===== src/rtl/swap_codec_pkg.sv =====
package swap_codec_pkg;
  // Successor of a symbol, wrapping within 2^w values.
  function automatic int unsigned succ_sym(input int unsigned s, input int unsigned w);
    return (s + 1) % (1 << w);
  endfunction
endpackage


===== src/rtl/swap_code_table.sv =====
module swap_code_table #(
  parameter int SYM_W = 2,
  localparam int NSYM = 1 << SYM_W
) (
  input  logic                           clk,
  input  logic                           rst_n,
  input  logic                           upd,
  input  logic [SYM_W-1:0]               sym,
  output logic [NSYM-1:0][SYM_W-1:0]     codes
);
  import swap_codec_pkg::*;

  logic [SYM_W-1:0] nxt_sym;
  assign nxt_sym = SYM_W'(succ_sym(int'(sym), SYM_W));

  for (genvar k = 0; k < NSYM; k++) begin : g_entry
    logic is_cur, is_nbr;
    logic [SYM_W-1:0] nxt_code;
    assign is_cur = upd && (sym == SYM_W'(k));
    assign is_nbr = upd && (nxt_sym == SYM_W'(k));
    always_comb begin
      if (is_cur)      nxt_code = codes[nxt_sym];
      else if (is_nbr) nxt_code = codes[sym];
      else             nxt_code = codes[k];
    end
    always_ff @(posedge clk) begin
      if (!rst_n) codes[k] <= SYM_W'(k);
      else        codes[k] <= nxt_code;
    end
  end

  // Coverage vector of codes present, built independently of the update logic.
  logic [NSYM-1:0] code_seen;
  always_comb begin
    code_seen = '0;
    for (int k = 0; k < NSYM; k++) code_seen[codes[k]] = 1'b1;
  end

  p_table_perm_r10: assert property (@(posedge clk) disable iff (!rst_n)
    $countones(code_seen) == NSYM);
endmodule


===== src/rtl/swap_sym_encoder.sv =====
module swap_sym_encoder #(
  parameter int ADDR_W = 32,
  parameter int SYM_W  = 2,
  localparam int NSYM  = 1 << SYM_W
) (
  input  logic              clk,
  input  logic              rst_n,
  input  logic [ADDR_W-1:0] addr,
  input  logic              valid,
  output logic [ADDR_W-1:0] bus,
  output logic              bus_valid
);
  logic [SYM_W-1:0]           sym;
  logic [NSYM-1:0][SYM_W-1:0] codes;
  logic [SYM_W-1:0]           sel_code;

  assign sym      = addr[SYM_W-1:0];
  assign sel_code = codes[sym];

  swap_code_table #(.SYM_W(SYM_W)) u_tbl (
    .clk(clk), .rst_n(rst_n), .upd(valid), .sym(sym), .codes(codes)
  );

  always_ff @(posedge clk) begin
    if (!rst_n) begin
      bus       <= '0;
      bus_valid <= 1'b0;
    end else begin
      bus_valid <= valid;
      if (valid) bus <= {addr[ADDR_W-1:SYM_W], sel_code};
    end
  end

  // Observation of the last valid symbol, used by the assertions only.
  logic [SYM_W-1:0] prev_sym;
  logic             prev_v;
  logic             seq_step;
  always_ff @(posedge clk) begin
    if (!rst_n) begin
      prev_sym <= '0;
      prev_v   <= 1'b0;
    end else if (valid) begin
      prev_sym <= sym;
      prev_v   <= 1'b1;
    end
  end
  assign seq_step = valid && prev_v && (sym == SYM_W'(prev_sym + 1'b1));

  p_seq_repeat_r3: assert property (@(posedge clk) disable iff (!rst_n)
    seq_step |=> (bus[SYM_W-1:0] == $past(bus[SYM_W-1:0])));
  p_idle_hold_r7: assert property (@(posedge clk) disable iff (!rst_n)
    !valid |=> ($stable(bus) && !bus_valid));
  p_upper_pass_r6: assert property (@(posedge clk) disable iff (!rst_n)
    valid |=> (bus[ADDR_W-1:SYM_W] == $past(addr[ADDR_W-1:SYM_W])));
endmodule


===== src/rtl/swap_sym_decoder.sv =====
module swap_sym_decoder #(
  parameter int ADDR_W = 32,
  parameter int SYM_W  = 2,
  localparam int NSYM  = 1 << SYM_W
) (
  input  logic              clk,
  input  logic              rst_n,
  input  logic [ADDR_W-1:0] code_in,
  input  logic              valid_in,
  output logic [ADDR_W-1:0] addr_out
);
  logic [NSYM-1:0][SYM_W-1:0] codes;
  logic [NSYM-1:0]            hits;
  logic [SYM_W-1:0]           dec_sym;

  for (genvar k = 0; k < NSYM; k++) begin : g_cmp
    assign hits[k] = (codes[k] == code_in[SYM_W-1:0]);
  end

  always_comb begin
    dec_sym = '0;
    for (int k = 0; k < NSYM; k++)
      if (hits[k]) dec_sym = SYM_W'(k);
  end

  swap_code_table #(.SYM_W(SYM_W)) u_tbl (
    .clk(clk), .rst_n(rst_n), .upd(valid_in), .sym(dec_sym), .codes(codes)
  );

  assign addr_out = {code_in[ADDR_W-1:SYM_W], dec_sym};

  p_single_match_r8: assert property (@(posedge clk) disable iff (!rst_n)
    valid_in |-> ($countones(hits) == 1));
endmodule


===== src/rtl/swap_addr_codec.sv =====
module swap_addr_codec #(
  parameter int ADDR_W = 32,
  parameter int SYM_W  = 2
) (
  input  logic              clk,
  input  logic              rst_n,
  input  logic [ADDR_W-1:0] in_addr,
  input  logic              in_valid,
  output logic [ADDR_W-1:0] bus_out,
  output logic              bus_valid,
  input  logic [ADDR_W-1:0] dec_code_in,
  input  logic              dec_valid_in,
  output logic [ADDR_W-1:0] dec_addr_out
);
  initial begin
    p_width_ok: assert (SYM_W >= 1 && SYM_W <= 4 && ADDR_W > SYM_W);
  end

  swap_sym_encoder #(.ADDR_W(ADDR_W), .SYM_W(SYM_W)) u_enc (
    .clk(clk), .rst_n(rst_n), .addr(in_addr), .valid(in_valid),
    .bus(bus_out), .bus_valid(bus_valid)
  );

  swap_sym_decoder #(.ADDR_W(ADDR_W), .SYM_W(SYM_W)) u_dec (
    .clk(clk), .rst_n(rst_n), .code_in(dec_code_in), .valid_in(dec_valid_in),
    .addr_out(dec_addr_out)
  );
endmodule


===== config.mk =====
export PLATFORM = sky130hd
export DESIGN_NAME = swap_addr_codec
export DESIGN_NICKNAME = d
export VERILOG_FILES = /design/src/rtl/swap_codec_pkg.sv /design/src/rtl/swap_code_table.sv /design/src/rtl/swap_sym_encoder.sv /design/src/rtl/swap_sym_decoder.sv /design/src/rtl/swap_addr_codec.sv
export SDC_FILE = /design/constraint.sdc
export NUM_CORES = 1
export LEC_CHECK = 0
export BUFFER_PORTS_ARGS = -buffer_cell sky130_fd_sc_hd__buf_2
export CAP_MARGIN = 20
export CORE_AREA = 2 2 83 85
export DETAILED_ROUTE_END_ITERATION = 10
export DIE_AREA = 0 0 85 87
export HOLD_SLACK_MARGIN = 0.03
export PLACE_DENSITY = 0.85
export SETUP_SLACK_MARGIN = 0.15
export SYNTH_ARGS = -nofsm -noshare
export SYNTH_HDL_FRONTEND = slang
export SYNTH_HIERARCHICAL = 1
export SYNTH_SLANG_ARGS = --single-unit

===== constraint.sdc =====
create_clock -name clk -period 2.6 [get_ports clk]
set_input_delay 0.26 -clock clk [delete_from_list [all_inputs] [get_ports clk]]
set_output_delay 0.26 -clock clk [all_outputs]
set_load 0.03 [all_outputs]

==> out/metrics.yaml <==
placement:
  io_buffer_count: 72
  gp_congestion: 0.826
  dpl_cell_area_sq_um: 2860
  dpl.hpwl_microns: 3810
route:
  firstDrtPassIters: 4
  vias: 2039
  routed_wirelength_microns: 5430
  drc: 0
  wl_per_cell_microns: 14.1
  vias_per_cell: 5.30
  drtAntennaViolNets: 0
  drt-initial-drc-count: 142
yosys:
  synth_top_flop_cell: "dfxtp_1"
  yosysUniqueCellTypes: 26
  synthCells: 265
  yosysWarnings: 6
  syn_area_sq_um: 2710
  ys_seq_area_frac: 0.363
  synth-edff-count: 0
  ys_ff_latch: 49
  async_reset_ff_frac: 0
  avgSynthCellArea_sq_um: 10.2
  synth_nets: 341
clocking:
  worstSkewPairLatency_ns: 0.30
  cts.sinks: 49
  clockBufferDepth: 2
  clk_transition_reported_paths_ns: 0.09
  cts_tree: "done"
  clockRootBuffer: "clkbuf_8"
  numCtsBuffers: 5
  postCtsSetupRepairBufs: 0
  htree_levels: 2
global_routing:
  globalRouteTotalUtil: 0.145
  grt_max_degree: 52
  grt_pass1_wl_microns: 8780
  overflow: 0
  antenna_found_initial: 0
  grt_pass1_vias: 1983
floorplan:
  die_x_microns: 85
  core-area_sq_um: 6570
  rows: 30
  die_area_sq_um: 7400
  start_util: 0.412
  ios: 133
  die_h_microns: 87
finish:
  area_delta_synth_final_pct: 10.8
  fin_area_sq_um: 3000
  insertedDiodeCount: 0
  fillerInstances: 603
  fin_util: 0.456
  layout-drive-gt1-share: 0.285
  nets: 380
sta:
  finalHoldViolations: 0
  min_period_ns: 2.21
  clock_skew_ns: 0.00688
  fmax_ghz: 0.452
  grt_setup_unrepaired: "false"
  slew_violations: 0
  period_share: 0.850
  tightest_slew_ns: 0.763
  tns_ns: 0
  finalSetupViolCount: 0
  slew_headroom: 0.491
critical_path:
  worstPathArrival_ns: 2.39
  cp_data_required_time_ns: 2.78
  r2r_cells: 8
  crit_type: "register to register"
  r2r_setup_slack_ns: 0.39
  critPathMaxFanout: 8
  worstSetupStartpointType: "register"
  cp-end-kind: "register"
power:
  ir_drop_mv: 0.589
  pwr_density_cell_nw_per_um2: 819
  p_leak_uw: 0.00140
worst_hold_path:
  hp-class: "input pin to register"
  min_delay_path_depth: 3
run_status:
  status: "completed"
flow_run:
  maxCapViolCount: 0
-- critical path: stages (launching register included) --
cell and delay, ns:
dfxtp_1 0.41, xor2_1 0.22, o211ai_1 0.14, nand2_2 0.20
inv_1 0.11, ha_1 0.34, mux4_2 0.36, a32oi_1 0.24
a21boi_1 0.08
-- cell usage in the layout (no fill, tap or decap), drive strengths merged, types with 3 or more instances in the layout --
master,instances
a32oi,8
xor2,3
mux4,8
ha,8
nand3,13
nor2b,32
clkbuf,5
buf,74
o21ai,9
and3b,6
nand2,22
mux2i,34
inv,4
dfxtp,49
nand3b,3
xnor2,4
nand4,8
a21boi,8
-- cells by family (layout without fill, tap and decap cells) --
group           count (synthesis)  count (layout)  share of synthesized area
flops                          49              49                      0.363
compound gates                 28              28                     0.0740
simple gates                   85              85                      0.177
buf+inv                        46              86                      0.129
mux                            42              42                      0.198
fa+ha+maj                       8               8                     0.0370
xor+xnor                        7               7                     0.0227
-- per-layer routing --
layer / GRT usage / part of all wire / vias up
li1: - / - / 984
met1: 0.174 / 0.44 / 956
met2: 0.239 / 0.47 / 78
met3: 0.0398 / 0.067 / 21
met4: 0.0707 / 0.021 / 0
met5: 0 / 0 / -
-- cell usage after synthesis, drive strengths merged, types with 3 or more instances --
cell	count	area, sq um
mux2i	34	340
buf	36	309
nand3	13	65.1
o21ai	9	45.0
nand4	8	50.1
mux4	8	195
nand3b	3	22.5
clkbuf	6	23.8
inv	4	15.0
xor2	3	26.3
a21boi	8	60.1
ha	8	100
xnor2	4	35.0
and3b	6	52.6
dfxtp	49	981
nor2b	32	200
nand2	22	82.6
a32oi	8	70.1
-- final cells by class --
| cell class | instances | area, sq um | area share |
|---|---|---|---|
| Multi-Input combinational cell | 170 | 1380 | 0.460 |
| Clock inverter | 3 | 65.1 | 0.0217 |
| Inverter | 4 | 15.0 | 0.00501 |
| Sequential cell | 49 | 981 | 0.327 |
| Tap cell | 80 | 100 | 0.0334 |
| Timing Repair Buffer | 74 | 388 | 0.129 |
| Clock buffer | 5 | 68.8 | 0.0230 |
-- worst paths after layout --
| check | end | startpoint |
|---|---|---|
| worst max-delay path | u_dec/u_tbl/codes[4]$_SDFFE_PN0P_ | u_dec/u_tbl/codes[4]$_SDFFE_PN0P_ |
| worst max register to register | u_dec/u_tbl/codes[4]$_SDFFE_PN0P_ | u_dec/u_tbl/codes[4]$_SDFFE_PN0P_ |
| worst min register to register | u_enc/bus[27]$_SDFFE_PN0P_ | u_enc/bus[27]$_SDFFE_PN0P_ |
| worst min-delay path | u_enc/bus[11]$_SDFFE_PN0P_ | in_addr[11] |
-- what timing repair did --
item	CTS	global route
gates resized for setup	0	1
endpoints found under the setup margin	0	6
hold buffers	0	0
hold endpoints to repair	0	0
-- registers in the layout, indices dropped and copies added, names as in the netlist --
register and flops:
u_enc/bus 32, u_dec/u_tbl/codes 8, u_enc/u_tbl/codes 8, u_enc/bus_valid 1
-- through the flow --
stage               setup WS [ns]  hold WS (ns)  total power, uW  instances
detailed placement          0.281         0.499             1820        377
CTS                         0.261         0.199             2470        385
floorplan                   0.311         0.334             1690        265
global route                0.191         0.206             2600        385
global placement            0.466         0.486             1790        377
finish                      0.390         0.211             2460        385
-- power breakdown --
part           total [uW]  internal [uW]  switching [uW]
Clock                 638            382             256
Sequential            920            839            80.7
Combinational         898            384             514
Total                2460           1600             851
Note: power is estimated with default switching activity, not from simulation.
